`src/rtl/rxbuf_pkg.sv`:
```
package rxbuf_pkg;

  localparam int TO_W = 6;

  // Trigger code to byte count.
  function automatic logic [4:0] trig_bytes(input logic [1:0] code);
    case (code)
      2'd0:    trig_bytes = 5'd1;
      2'd1:    trig_bytes = 5'd4;
      2'd2:    trig_bytes = 5'd8;
      default: trig_bytes = 5'd14;
    endcase
  endfunction

  // Bits in one frame: start + data + optional parity + stop bits.
  function automatic logic [3:0] frame_bits(input logic [3:0] fmt);
    frame_bits = 4'd6 + {2'b00, fmt[1:0]} + {3'b000, fmt[3]}
               + (fmt[2] ? 4'd2 : 4'd1);
  endfunction

  // Four frames measured in bit ticks.
  function automatic logic [TO_W-1:0] timeout_ticks(input logic [3:0] fmt);
    timeout_ticks = {frame_bits(fmt), 2'b00};
  endfunction

endpackage

```
`src/rtl/rxbuf_store.sv`:
```
module rxbuf_store #(
  parameter int DEPTH = 16,
  parameter int DW    = 8,
  localparam int AW   = $clog2(DEPTH),
  localparam int LW   = AW + 1
) (
  input  logic          clk,
  input  logic          rst_n,
  input  logic          flush,
  input  logic          push,
  input  logic          pop,
  input  logic [DW-1:0] din,
  output logic [DW-1:0] dout,
  output logic [LW-1:0] level,
  output logic          full,
  output logic          empty
);

  logic [DW-1:0] mem [DEPTH];
  logic [AW-1:0] wp, rp;
  logic          take, give;

  function automatic logic [AW-1:0] nxt(input logic [AW-1:0] p);
    nxt = (p == AW'(DEPTH - 1)) ? '0 : p + 1'b1;
  endfunction

  assign full  = (level == LW'(DEPTH));
  assign empty = (level == '0);
  assign take  = push && (!full || pop);
  assign give  = pop && !empty;
  assign dout  = mem[rp];

  always_ff @(posedge clk or negedge rst_n) begin
    if (!rst_n) begin
      wp    <= '0;
      rp    <= '0;
      level <= '0;
    end else if (flush) begin
      wp    <= '0;
      rp    <= '0;
      level <= '0;
    end else begin
      if (take) wp <= nxt(wp);
      if (give) rp <= nxt(rp);
      case ({take, give})
        2'b10:   level <= level + 1'b1;
        2'b01:   level <= level - 1'b1;
        default: level <= level;
      endcase
    end
  end

  always_ff @(posedge clk) begin
    if (take && !flush) mem[wp] <= din;
  end


  full_drop_chk: assert property (@(posedge clk) disable iff (!rst_n)
    (push && full && !pop && !flush) |=> (level == LW'(DEPTH)));


  level_bound_chk: assert property (@(posedge clk) disable iff (!rst_n)
    level <= LW'(DEPTH));

endmodule

```
`src/rtl/rxbuf_timer.sv`:
```
module rxbuf_timer #(
  parameter int TW = 6
) (
  input  logic          clk,
  input  logic          rst_n,
  input  logic          tick,
  input  logic          active,
  input  logic          restart,
  input  logic          clear,
  input  logic [TW-1:0] limit,
  output logic          pend
);

  logic [TW-1:0] cnt;

  always_ff @(posedge clk or negedge rst_n) begin
    if (!rst_n) begin
      cnt  <= '0;
      pend <= 1'b0;
    end else begin
      if (clear) pend <= 1'b0;
      if (restart || clear || !active) begin
        cnt <= '0;
      end else if (tick && !pend) begin
        if (cnt == limit - 1'b1) begin
          pend <= 1'b1;
          cnt  <= '0;
        end else begin
          cnt <= cnt + 1'b1;
        end
      end
    end
  end


  pend_rise_chk: assert property (@(posedge clk) disable iff (!rst_n)
    $rose(pend) |-> ($past(active) && $past(tick)));


  clear_drop_chk: assert property (@(posedge clk) disable iff (!rst_n)
    clear |=> !pend);

endmodule

```
`src/rtl/uart_rxbuf.sv`:
```
module uart_rxbuf
  import rxbuf_pkg::*;
#(
  parameter int DEPTH = 16,
  parameter int DW    = 8,
  localparam int LW   = $clog2(DEPTH) + 1
) (
  input  logic          clk,
  input  logic          rst_n,
  input  logic          cfg_wr,
  input  logic [7:0]    cfg_data,
  input  logic [3:0]    line_fmt,
  input  logic          bit_tick,
  input  logic          rx_valid,
  input  logic [DW-1:0] rx_byte,
  input  logic          rx_break,
  input  logic          rd_req,
  output logic [DW-1:0] rd_data,
  input  logic          lsr_rd,
  output logic          data_ready,
  output logic          overrun,
  output logic          brk_flag,
  output logic          timeout_pend,
  output logic          trig_hit,
  output logic [LW-1:0] fill_level,
  output logic          fifo_on,
  output logic [7:0]    fcr_held,
  output logic          tx_flush
);

  logic [7:0]    fcr_q;
  logic [DW-1:0] hold_q;
  logic          hold_v, ovr_q, brk_q, txf_q;

  // Named internal events.
  logic          evt_rx, cfg_toggle, rx_clr, tx_clr;
  logic          f_push, f_pop, f_drop, f_left, f_emptied;
  logic          nf_rx, nf_rd, nf_ovr;
  logic [DW-1:0] evt_byte, q_dout;
  logic          q_full, q_empty;

  assign fifo_on    = fcr_q[0];
  assign evt_rx     = rx_valid || rx_break;
  assign evt_byte   = rx_break ? '0 : rx_byte;
  assign cfg_toggle = cfg_wr && (cfg_data[0] != fcr_q[0]);
  assign rx_clr     = cfg_wr && (cfg_data[1] || cfg_toggle);
  assign tx_clr     = cfg_wr && (cfg_data[2] || cfg_toggle);

  assign f_push    = fifo_on && evt_rx && !rx_clr;
  assign f_pop     = fifo_on && rd_req && !rx_clr;
  assign f_drop    = f_push && q_full && !f_pop;
  assign f_left    = f_pop && (fill_level > LW'(1));
  assign f_emptied = f_pop && (fill_level <= LW'(1)) && !f_push;

  assign nf_rx  = !fifo_on && evt_rx && !rx_clr;
  assign nf_rd  = !fifo_on && rd_req && !rx_clr;
  assign nf_ovr = nf_rx && hold_v && !nf_rd;

  rxbuf_store #(.DEPTH(DEPTH), .DW(DW)) u_store (
    .clk   (clk),
    .rst_n (rst_n),
    .flush (rx_clr),
    .push  (f_push),
    .pop   (f_pop),
    .din   (evt_byte),
    .dout  (q_dout),
    .level (fill_level),
    .full  (q_full),
    .empty (q_empty)
  );

  rxbuf_timer #(.TW(TO_W)) u_timer (
    .clk     (clk),
    .rst_n   (rst_n),
    .tick    (bit_tick),
    .active  (fifo_on && !q_empty),
    .restart (f_push || f_left),
    .clear   (f_pop || rx_clr),
    .limit   (timeout_ticks(line_fmt)),
    .pend    (timeout_pend)
  );

  always_ff @(posedge clk or negedge rst_n) begin
    if (!rst_n) begin
      fcr_q  <= 8'h00;
      hold_q <= '0;
      hold_v <= 1'b0;
      ovr_q  <= 1'b0;
      brk_q  <= 1'b0;
      txf_q  <= 1'b0;
    end else begin
      txf_q <= tx_clr;
      if (cfg_wr) fcr_q <= cfg_data & 8'hC9;

      if (rx_clr) hold_v <= 1'b0;
      else if (nf_rx) begin
        hold_q <= evt_byte;
        hold_v <= 1'b1;
      end else if (nf_rd) hold_v <= 1'b0;

      if (f_drop || nf_ovr) ovr_q <= 1'b0 | 1'b1;
      else if (lsr_rd)      ovr_q <= 1'b0;

      if (rx_break && !rx_clr)                  brk_q <= 1'b1;
      else if (lsr_rd || f_emptied || nf_rd)    brk_q <= 1'b0;
    end
  end

  assign data_ready = fifo_on ? !q_empty : hold_v;
  assign rd_data    = fifo_on ? (q_empty ? '0 : q_dout) : hold_q;
  assign overrun    = ovr_q;
  assign brk_flag   = brk_q;
  assign fcr_held   = fcr_q;
  assign tx_flush   = txf_q;
  assign trig_hit   = fifo_on && (fill_level >= LW'(trig_bytes(fcr_q[7:6])));


  toggle_flush_chk: assert property (@(posedge clk) disable iff (!rst_n)
    (cfg_wr && (cfg_data[0] != fifo_on)) |=> (fill_level == '0 && tx_flush));


  break_flags_chk: assert property (@(posedge clk) disable iff (!rst_n)
    (rx_break && !cfg_wr) |=> (brk_flag && data_ready));


  empty_read_zero_chk: assert property (@(posedge clk) disable iff (!rst_n)
    (rd_req && fifo_on && fill_level == '0) |-> (rd_data == '0));


  lsr_clear_chk: assert property (@(posedge clk) disable iff (!rst_n)
    (lsr_rd && !rx_valid && !rx_break) |=> (!overrun && !brk_flag));

endmodule

```
`config.mk`:
```
export PLATFORM = sky130hd
export DESIGN_NAME = uart_rxbuf
export DESIGN_NICKNAME = d
export VERILOG_FILES = /design/src/rtl/rxbuf_pkg.sv /design/src/rtl/rxbuf_store.sv /design/src/rtl/rxbuf_timer.sv /design/src/rtl/uart_rxbuf.sv
export SDC_FILE = /design/constraint.sdc
export NUM_CORES = 1
export LEC_CHECK = 0
export ABC_AREA = 1
export BUFFER_PORTS_ARGS = -buffer_cell sky130_fd_sc_hd__buf_2
export CAP_MARGIN = 20
export CORE_ASPECT_RATIO = 0.9
export CORE_MARGIN = 2
export CORE_UTILIZATION = 50
export DETAILED_ROUTE_END_ITERATION = 10
export GPL_ROUTABILITY_DRIVEN = 0
export GPL_TIMING_DRIVEN = 0
export PLACE_DENSITY = 0.68
export SLEW_MARGIN = 5
export SYNTH_ARGS = -nofsm -noshare
export SYNTH_HDL_FRONTEND = slang
export SYNTH_SLANG_ARGS = --single-unit
```
`constraint.sdc`:
```
create_clock -name clk -period 6.8 [get_ports clk]
set_clock_uncertainty 0.2 [all_clocks]
set_input_delay 1.36 -clock clk [delete_from_list [all_inputs] [get_ports clk]]
set_output_delay 1.36 -clock clk [all_outputs]
set_load 0.03 [all_outputs]
```
# Word level (Yosys, flattened, before mapping)

Memories as Yosys holds them, arrays and structs flattened.
Cells that the tools add are included.

Add/sub/neg operators: 9
Multiply operators: 0
Divide/modulo/power cells: 0
Magnitude comparators: 3
Equal/unequal tests: 9
Shift operators: 0
Mux-type cells: 30
Bitwise operators: 1
Reductions and logical operators: 55

Operator list:

| kind                                                                             | number |
|---|---|
| 1-bit logical AND                                                                | 25 |
| 4-bit 2-to-1 mux                                                                 | 6 |
| 8-bit 2-to-1 mux                                                                 | 3 |
| 6-bit 2-to-1 mux                                                                 | 3 |
| 1-bit 2-to-1 mux                                                                 | 14 |
| 4-bit case mux with 3 select lines                                               | 1 |
| 1-bit logical OR                                                                 | 11 |
| 5-bit case mux with 2 select lines                                               | 1 |
| 2-bit nonzero test                                                               | 5 |
| 1-bit zero test                                                                  | 9 |
| 4-bit by 1-bit adder with 4-bit output (second input constant)                   | 2 |
| 4-bit equality test (second input constant)                                      | 2 |
| 6-bit by 1-bit adder with 6-bit output (second input constant)                   | 1 |
| 6-bit equality test                                                              | 1 |
| 3-bit nonzero test                                                               | 2 |
| 6-bit by 1-bit subtractor with 6-bit output (second input constant)              | 1 |
| 5-bit by 1-bit adder with 5-bit output (second input constant)                   | 1 |
| 5-bit equality test (second input constant)                                      | 1 |
| 5-bit greater-or-equal comparator                                                | 1 |
| 5-bit by 1-bit greater-than comparator with 1-bit output (second input constant) | 1 |
| 5-bit by 1-bit <= comparator with 1-bit output (second input constant)           | 1 |
| 5-bit zero test                                                                  | 1 |
| 5-bit 2-to-1 mux                                                                 | 1 |
| 5-bit by 1-bit subtractor with 5-bit output (second input constant)              | 1 |
| other kinds (10)                                                                 | 12 |

Flip-flop bits (word level): 36
Latch bits: 0
Bits in writable memories: 128
ROM bits: 0
Input bits: 28
Output and inout port bits: 28
Memories: 1

Memory list:

| name        | words | width | read ports | clocked after Yosys merged registers in | wr ports | line              | source |
|---|---|---|---|---|---|---|---|
| u_store.mem | 16    | 8     | 1          | 0                                       | 1        | rxbuf_store.sv:19 | `logic [DW-1:0] mem [DEPTH];` |

# Logic depth before layout (Yosys ltp)

Gate-level depths: netlist (run 1).

Word-level depth: 12
Mapped depth: 12
Mapped depth without buffers: 12

# Cells and area by module

From an unflattened synthesis (run 1), not the netlist that was laid out.

Cell total of the unflattened synthesis: 766
Area total of the unflattened synthesis: 7876.3 µm²

By module, submodules not included:

| module      | instances | cells an instance | area each (µm²) | seq. area each (µm²) |
|---|---|---|---|---|
| rxbuf_store | 1         | 507               | 6043.3          | 4169.0 |
| uart_rxbuf  | 1         | 154               | 1187.4          | 400.4 |
| rxbuf_timer | 1         | 105               | 645.6           | 175.2 |

# Worst setup path before layout (run 1)

No wires, ideal clock.

Path type: register to output
From: register u_store.level[0]
To: output trig_hit
Arrival time: 1737 ps
Required time: 5240 ps
Slack: 3503 ps
Cell stages (with the launch flop): 9
Path through: dfrtp_1 > inv_1 > ha_1 > inv_1 > nand2_1 > a21oi_1 > o21bai_1 > a211oi_1 > nor2_1

Word-level cells in the longest chain between the ends: 2

RTL lines:

| what                              | line              | source |
|---|---|---|
| from (decl)                       | rxbuf_store.sv:14 | `output logic [LW-1:0] level,` |
| from (signal assigned)            | rxbuf_store.sv:46 | `2'b10: level <= level + 1'b1;` |
| from (signal assigned)            | rxbuf_store.sv:47 | `2'b01: level <= level - 1'b1;` |
| from (signal assigned)            | rxbuf_store.sv:48 | `default: level <= level;` |
| 5-bit greater-or-equal comparator | uart_rxbuf.sv:115 | `assign trig_hit = fifo_on && (fill_level >= LW'(trig_bytes(fcr_q[7:6])));` |
| 1-bit logical AND                 | uart_rxbuf.sv:115 |  |
| to (decl)                         | uart_rxbuf.sv:24  | `output logic trig_hit,` |

No other way between the ends.

# Final worst setup path (run 1)

From: register u_store.rp[1]
To: output rd_data[7]

Word-level cells in the longest chain between the ends: 3

RTL lines:

| what                          | line              | source |
|---|---|---|
| from (decl)                   | rxbuf_store.sv:20 | `logic [AW-1:0] wp, rp;` |
| from (signal assigned)        | rxbuf_store.sv:44 | `if (give) rp <= nxt(rp);` |
| memory read 16 x 8 bit        | --                |  |
| 8-bit 2-to-1 mux (2 in a row) | uart_rxbuf.sv:110 | `assign rd_data = fifo_on ? (q_empty ? '0 : q_dout) : hold_q;` |
| to (decl)                     | uart_rxbuf.sv:18  | `output logic [DW-1:0] rd_data,` |

No other way between the ends.

==> metrics.csv, run 1 <==
metric,value,unit
num rows,42,
Final Slew Violations,0,
"Data required, critical path",5.24,ns
kind of critical path,reg2out,
Die Ht,120.8,um
final wirelength,18.02,mm
Post-CTS Hold Fix Bufs,0,
yosys warns,0,
vias in the first global route,5410,
sequential-to-total area share from yosys stat,62.61,%
latest clock arrival within the worst-skew pair,0.43,ns
Max-Cap Viols,0,
Synth Register Bits,164,
CTS root buffer,clkbuf_16,
initial antenna violation count,0,
Remaining DRCs,0,
n_diodes,0,
Hold/Removal Path Class,reg2reg,
Cell variety after synth,37,
clock tree from TritonCTS,built,
Synth Flop Type,edfxtp_1,
setup TNS,0,ns
DR pass1 iterations,5,
Avg Synthesized Cell Area,10.38,um^2
first-pass GRT wire length,28.52,mm
Worst Max-Slew Pin Slew,0.8729,ns
layout cell share with drive strength beyond 1,16.36,%
crit path max fanout,10,
DIE AREA,16160,um^2
I/O pin count,56,
asr flop ratio synth,21.95,%
Layout area overhead,15.17,%
CTS H-tree depth,4,
largest net degree at the start of global routing,37,
grt ovf,0,
total CTS buffers,17,
DPL Wire Length,13.21,mm
Avg Vias per Cell,5.476,
run status,completed,
area of the core,14770,um^2
Max Freq,0.2374,GHz
wire per inst,17.71,um
Final ANT Viol Nets,0,
min cycle time layout,4.213,ns
post_cts resized,0,
number of synthesized flops with an enable pin,128,
Critical Path End Type,output port,
overall power,2.724,mW
number of I/O port buffers,47,
vias,5569,
Final setup viols,0,
Slew Limit Headroom,41.81,%
Iteration-0 DRC Markers,750,
PwrDens,312.1,nW/um^2
pre-CTS setup slack,3.100,ns
Worst-path clk slew,0.06,ns
"Hold Vio Cnt, Final",0,
Die X,133.8,um
RSZ-0062 raised after global routing,no,
Total GRT Usage,23.70,%
Final period util,61.96,%
Num Clock Sinks,164,
Worst setup SP type,flop,
CTS Buffer Depth,2,
Final nets,853,
CP Data Arrival Time,2.65,ns
Starting Density,51.32,%
Final WS setup,2.587,ns
Post CTS Setup Buffer Count,0,
Max rail drop VDD,303.8,uV
Post-Syn Area,7579,um^2
LEAKAGE,3.635,nW
Syn Inst Count,730,
-- layer usage --
layer | GRT usage (%) | part of all wire, % | up-vias
li1 | - | - | 2625
met1 | 32.12 | 43 | 2700
met2 | 38.88 | 49 | 222
met3 | 4.948 | 7.1 | 22
met4 | 6.981 | 1.3 | 0
met5 | 0 | 0 | -
-- power breakdown --
group | switching (mW) | leakage (nW) | internal (mW)
Sequential | 0.0353 | 1.64 | 1.12
Clock | 0.387 | 0.280 | 0.535
Combinational | 0.457 | 1.71 | 0.190
-- per-stage QoR --
stage               cell area (um^2)  std cells  hold slack [ns]  utilization (%)
finish                          8728       1017           0.2794            59.11
global route                    8728       1017           0.3042            59.11
CTS                             8728       1017           0.2774            59.11
detailed placement              8163        986           0.2620            55.28
global placement                8073        978           0.2623            54.67
floorplan                       7590        733           0.2422                -
-- placed cells by master, fill, tap and decap left out, types with 2 or more instances in the layout --
cell / count
xor2_1: 13
buf_6: 10
nand2_4: 3
nand3_1: 53
clkinv_2: 5
edfxtp_1: 128
xnor2_1: 3
nor2_4: 2
nor3_4: 2
a21oi_1: 18
bufinv_16: 2
nor3_1: 3
buf_2: 61
inv_1: 68
conb_1: 4
clkbuf_16: 17
inv_2: 7
dfrtp_1: 36
nand2_2: 3
clkbuf_1: 9
o22ai_1: 6
nand4_1: 16
nand3_2: 3
ha_1: 17
nand2_1: 121
buf_4: 8
o21ai_1: 10
clkinv_4: 5
o21ai_0: 75
nor2_1: 98
-- critical path, cell delays in order (launching register included) --
cell and delay (ns):
dfrtp_1 0.45, inv_2 0.22, clkbuf_1 0.44, o21ai_0 0.17, o22ai_1 0.19, nor2_1 0.06, o21ai_0 0.25, nand3_1 0.15
nand2_1 0.10, buf_2 0.19
-- cells by family (layout without fill, tap and decap cells) --
kind of cell	count (synthesis)	in the layout	share of synthesized area, %
muxes	1	1	0.1486
xor gates and xnor gates	16	16	1.849
adders and majority gates	18	18	3.071
other	1	4	0.04948
buffers and inverters	110	196	6.307
DFF	164	164	62.61
AOI/OAI and AO/OA	113	113	7.892
and+or+nand+nor	307	307	18.08
-- registers in the layout (all words and copies together), names as in the netlist, 4 cells and up --
| name | count |
|---|---|
| u_store.rp | 4 |
| u_store.wp | 4 |
| fcr_held | 4 |
| hold_q | 8 |
| u_store.level | 5 |
| u_timer.cnt | 6 |
| u_store.mem | 128 |
-- cell usage after synthesis (2+ instances only) --
master / n / share of area (%)
inv_2: 7 / 0.35
o22ai_1: 6 / 0.50
clkbuf_1: 9 / 0.45
o21ai_0: 75 / 5.0
buf_2: 14 / 0.92
nor3_4: 2 / 0.43
xor2_1: 13 / 1.5
dfrtp_1: 36 / 12
o21ai_1: 10 / 0.66
nand3_2: 3 / 0.40
a21oi_1: 18 / 1.2
buf_4: 8 / 0.79
edfxtp_1: 128 / 51
nor2_4: 2 / 0.30
nor3_1: 3 / 0.20
nand3_1: 53 / 3.5
buf_6: 2 / 0.30
nor2_1: 98 / 4.9
inv_1: 68 / 3.4
nand2_1: 121 / 6.0
nand4_1: 16 / 1.3
nand2_2: 3 / 0.25
nand2_4: 3 / 0.45
ha_1: 17 / 2.8
xnor2_1: 3 / 0.35
-- area by class of cell --
| cell class | instances | area (um^2) |
|---|---|---|
| inverters | 76 | 287.8 |
| flip-flops and latches | 164 | 4745 |
| well taps | 198 | 247.7 |
| clock inverters | 14 | 140.1 |
| repair buffers | 55 | 325.3 |
| clock buffers | 17 | 425.4 |
| multi-input cells | 459 | 2367 |
| fillers | 1220 | 6038 |
| plain buffers | 34 | 190.2 |
-- final timing paths --
kind	cells after the start	start	slack [ns]	end
worst max-delay path	9	u_store.rp[1]	2.59	rd_data[7]
worst min-delay path	2	hold_q[4]	0.28	hold_q[4]
worst max register to register	7	u_store.level[0]	4.02	u_store.mem[9][1]
worst min register to register	2	hold_q[4]	0.28	hold_q[4]
max in group asynchronous	1	rst_n	5.00	u_store.level[1]
min in group asynchronous	1	rst_n	0.83	u_timer.pend
No activity file was read; power rests on OpenSTA's default activity.
==> run 2: changes to the inputs <==
PLACE_DENSITY = 0.71   (was 0.68)
clock period = 3.56 ns   (was 6.8 ns; I/O delays follow)
==> run 2 against run 1 <==
Compared with the run above: design area shrank 0.36%; routed wire length is 1.2% higher; utilization fell by 0.21 points; global-route usage fell by 0.096 points; non-clock buffer count down 4; sequential share of layout area increased by 0.20 points; die area did not move; hold slack worse by 0.11 ns.
==> metrics.csv, run 2 (synthesis results as in run 1) <==
metric,value,unit
largest net degree at the start of global routing,37,
RSZ-0062 raised after global routing,no,
setup TNS,0,ns
initial antenna violation count,0,
Num Clock Sinks,164,
CP Data Arrival Time,2.49,ns
Avg Vias per Cell,5.465,
num rows,42,
CTS Buffer Depth,2,
I/O pin count,56,
register with the most flip-flops,u_store.mem,
DIE AREA,16160,um^2
Sw Ratio,31.63,%
"commonest non-fill, non-tap cells in the layout","128 x edfxtp_1, 121 x nand2_1, 95 x nor2_1",
Final period util,95.65,%
min cycle time layout,3.405,ns
CTS H-tree depth,4,
Starting Density,51.32,%
overall power,5.250,mW
Remaining DRCs,0,
DPL Wire Length,12.88,mm
Final setup viols,0,
PwrDens,603.7,nW/um^2
Final ANT Viol Nets,0,
Cell Int Power,3.590,mW
DR pass1 iterations,7,
LEAKAGE,3.620,nW
Slew Limit Headroom,37.10,%
crit path max fanout,10,
cell area after layout,8697,um^2
post_cts resized,0,
Worst Max-Slew Pin Slew,0.9424,ns
area of the core,14770,um^2
Final Util,58.90,%
kind of critical path,reg2out,
area post-placement,8110,um^2
clock tree from TritonCTS,built,
"commonest non-fill, non-tap cell in the layout",edfxtp_1,
Final Slew Violations,0,
n_diodes,0,
Iteration-0 DRC Markers,706,
Comb power frac,23.8,%
"Hold Vio Cnt, Final",0,
first-pass GRT wire length,28.43,mm
Worst-path clk slew,0.06,ns
Worst setup SP type,flop,
run status,completed,
wire per inst,18.00,um
Max-Cap Viols,0,
clock share of power,34.2,%
grt ovf,0,
top flop regs,"u_store.mem: 128 flops, hold_q: 8 flops, u_timer.cnt: 6 flops",
Layout area overhead,14.76,%
part of the power in registers,42.0,%
"Data required, critical path",2.65,ns
number of flip-flops in the largest register,128,
latest clock arrival within the worst-skew pair,0.43,ns
NetSw,1.661,mW
Final nets,849,
Max rail drop VDD,419.8,uV
layout cell share with drive strength beyond 1,16.20,%
Die X,133.8,um
Die Ht,120.8,um
number of I/O port buffers,47,
Total GRT Usage,23.60,%
Post CTS Setup Buffer Count,0,
Hold/Removal Path Class,in2async,
Critical Path End Type,output port,
Post-CTS Hold Fix Bufs,0,
vias,5536,
Max Freq,0.2937,GHz
final wirelength,18.23,mm
total CTS buffers,17,
DP Cell Count,981,
vias in the first global route,5299,
CTS root buffer,clkbuf_16,
Non-Filler Instances,1013,
-- run 2: cell count changes in the layout (fill, tap and decap cells not counted), moves of 2 or more --
cell | before | now
buf_6 | 10 | 4
clkinv_4 | 5 | 0
buf_4 | 8 | 12
nor2_1 | 98 | 95
nor2_2 | 1 | 4
clkbuf_2 | 0 | 2
clkinv_1 | 1 | 3
-- run 2: area by class of cell --
type                            count  area, um^2
Tap cell                          198       247.7
Fill cell                        1223        6070
Timing Repair Buffer               52       280.3
Sequential cell                   164        4745
Multi-Input combinational cell    459        2375
Clock buffer                       19       432.9
Inverter                           76       287.8
Buffer                             33       191.4
Clock inverter                     12       137.6
-- run 2: final timing paths --
path | start | to | slack (ns) | cells past startpoint
max | u_store.rp[0] | rd_data[5] | 0.15 | 10
min | rst_n | u_timer.cnt[5] | 0.17 | 1
max reg2reg | u_store.level[0] | u_store.mem[1][3] | 0.77 | 7
min reg2reg | hold_q[7] | hold_q[7] | 0.29 | 2
max in group asynchronous | rst_n | u_store.level[3] | 2.46 | 1
min in group clk | hold_q[7] | hold_q[7] | 0.29 | 2
-- run 2: power groups by stage --
stage / sequential, mW / combinational [mW] / clock, mW
floorplan: 2.28 / 0.786 / 0
global placement: 2.24 / 1.19 / 0
detailed placement: 2.25 / 1.22 / 0
CTS: 2.21 / 1.23 / 1.80
global route: 2.22 / 1.37 / 1.89
finish: 2.21 / 1.25 / 1.79
-- run 2: worst max-delay path: stages (launching register included) --
cell and delay (ns):
dfrtp_1 0.39, buf_2 0.18, inv_2 0.16, clkbuf_1 0.41
nand2_1 0.12, nand3_1 0.10, nand4_1 0.14, nand2_1 0.14
nand2_1 0.05, o21ai_0 0.11, buf_2 0.25
-- run 2: routing by layer --
layer	vias up	track usage (%)	routed length [um]	share of wire (%)
met5	-	0	0	0
met3	32	5.996	1577	8.6
met1	2636	33.46	7940	44
met4	0	7.048	367	2.0
li1	2614	-	-	-
met2	254	36.19	8349	46
-- run 2: stage by stage --
step / hold WS, ns / worst slack (ns)
2_1_floorplan: 0.2164 / 0.9105
3_3_place_gp: 0.2620 / 0.5242
3_5_place_dp: 0.2672 / 0.4676
4_1_cts: 0.1974 / 0.04440
5_1_grt: 0.2288 / 0.01988
6_report: 0.1683 / 0.1549
==> run 3: changes to the inputs <==
BUFFER_PORTS_ARGS = -buffer_cell sky130_fd_sc_hd__buf_4   (was -buffer_cell sky130_fd_sc_hd__buf_2)
CORE_MARGIN = 4   (was 2)
==> run 3 against run 2 <==
Compared with the run above: sequential power is essentially flat; hold slack lost 0.12 ns; via count grew 1.1%; flip-flop and latch count stayed put; routed wire length is 0.75% higher; power increased by 4.1%; final cell count stayed put; global-route usage fell by 1.3 points; combinational power rose by 3%; utilization grew 1.2 points; non-clock buffer count decreased by 1; sequential share of layout area decreased by 1.1 points; critical path type unchanged; largest cell class unchanged.
==> metrics.csv, run 3 (synthesis results as in run 1) <==
metric,value,unit
"commonest non-fill, non-tap cell in the layout",edfxtp_1,
Final period util,96.94,%
Die X,137.8,um
"Data required, critical path",2.65,ns
cell area after layout,8876,um^2
Remaining DRCs,0,
crit path max fanout,10,
r2r startpoint,u_store.level[0],
I/O pin count,56,
Layout area overhead,17.12,%
Max-Cap Viols,0,
area post-placement,8239,um^2
setup TNS,0,ns
layout cell share with drive strength beyond 1,16.56,%
total CTS buffers,17,
"commonest non-fill, non-tap cells in the layout","128 x edfxtp_1, 121 x nand2_1, 94 x nor2_1",
run status,completed,
wire per inst,18.14,um
Total GRT Usage,22.30,%
top flop regs,"u_store.mem: 128 flops, hold_q: 8 flops, u_timer.cnt: 6 flops",
worst reg2reg path depth,7,
CTS H-tree depth,4,
Final Slew Violations,0,
Num Clock Sinks,164,
Hold/Removal Path Class,in2async,
Worst setup SP type,flop,
clock tree from TritonCTS,built,
Non-Filler Instances,1013,
first-pass GRT wire length,28.81,mm
DPL Wire Length,12.99,mm
Final nets,848,
min cycle time layout,3.451,ns
Max rail drop VDD,346.8,uV
DIE AREA,17190,um^2
num rows,42,
grt ovf,0,
Starting Density,51.32,%
"Hold Vio Cnt, Final",0,
Critical Path End Type,output port,
vias in the first global route,5400,
kind of critical path,reg2out,
CP Data Arrival Time,2.54,ns
number of flip-flops in the largest register,128,
r2r setup slk,0.80,ns
Slew Limit Headroom,33.34,%
initial antenna violation count,0,
LEAKAGE,3.662,nW
final wirelength,18.37,mm
Max Freq,0.2898,GHz
n_diodes,0,
DR pass1 iterations,5,
CTS root buffer,clkbuf_16,
Worst-path clk slew,0.06,ns
PwrDens,615.8,nW/um^2
area of the core,14770,um^2
Worst Max-Slew Pin Slew,0.9989,ns
RSZ-0062 raised after global routing,no,
latest clock arrival within the worst-skew pair,0.43,ns
Avg Vias per Cell,5.525,
number of I/O port buffers,47,
register with the most flip-flops,u_store.mem,
largest net degree at the start of global routing,37,
Final setup viols,0,
Iteration-0 DRC Markers,547,
CTS Buffer Depth,2,
Final ANT Viol Nets,0,
DP Cell Count,982,
vias,5597,
Die Ht,124.8,um
Post CTS Setup Buffer Count,0,
RR Endpoint,u_store.mem[1][2],
-- run 3: cell count changes in the layout (fill, tap and decap cells not counted), sizes merged --
cell      delta
bufinv       +2
clkbuf       -2
clkinv       -2
buf          -1
clkinvlp     +3
-- run 3: layout make-up --
type / count / area, um^2
Multi-Input combinational cell: 459 / 2377
Clock inverter: 15 / 211.5
Sequential cell: 164 / 4745
Tap cell: 198 / 247.7
Inverter: 76 / 287.8
Fill cell: 1175 / 5891
Timing Repair Buffer: 51 / 394.1
Buffer: 33 / 187.7
Clock buffer: 17 / 425.4
-- run 3: timing repair --
item,CTS,global route
endpoints found under the setup margin,0,5
hold buffers,0,0
gates resized for setup,0,2
-- run 3: power by group --
group / internal, mW / total (mW) / switching [mW]
Combinational: 0.405 / 1.29 / 0.885
Clock: 1.24 / 1.97 / 0.730
Sequential: 2.14 / 2.21 / 0.0702
Total: 3.78 / 5.47 / 1.69
-- run 3: metal layers --
metal  GRT usage (%)  part of all wire (%)  vias up
met5               0                     0        -
met4           7.960                   2.5        0
met3           6.220                   8.4       39
met2           33.18                    47      241
met1           31.45                    43     2706
li1                -                     -     2611
-- run 3: how the worst max path moves through the flow --
stage / start / end / slack (ns)
detailed placement: rx_break / u_store.mem[2][6] / 0.54
finish: u_store.rp[2] / rd_data[6] / 0.11
global route: u_store.rp[2] / rd_data[6] / 0.03
floorplan: u_store.level[0] / trig_hit / 0.91
global placement: u_store.rp[0] / rd_data[6] / 0.63
CTS: u_store.rp[0] / rd_data[6] / 0.05
-- run 3: metrics by stage --
stage          hold WS, ns  total power, mW  util [%]  setup WS [ns]
3_5_place_dp        0.2686            3.515     55.80         0.5392
6_report           0.04717            5.466     60.11         0.1090
2_1_floorplan       0.2164            3.068         -         0.9105
5_1_grt            0.07665            5.705     60.11        0.03140
3_3_place_gp        0.2612            3.481     55.47         0.6346
4_1_cts            0.05309            5.467     60.11        0.04815
-- run 3: worst max-delay path, cell delays in order (launching register included) --
cell and delay (ns):
dfrtp_1 0.36, buf_2 0.17, inv_1 0.24, buf_1 0.46
nand3_1 0.24, nand4_1 0.18, nand2_1 0.12, nand2_1 0.10
o21ai_1 0.08, buf_4 0.18
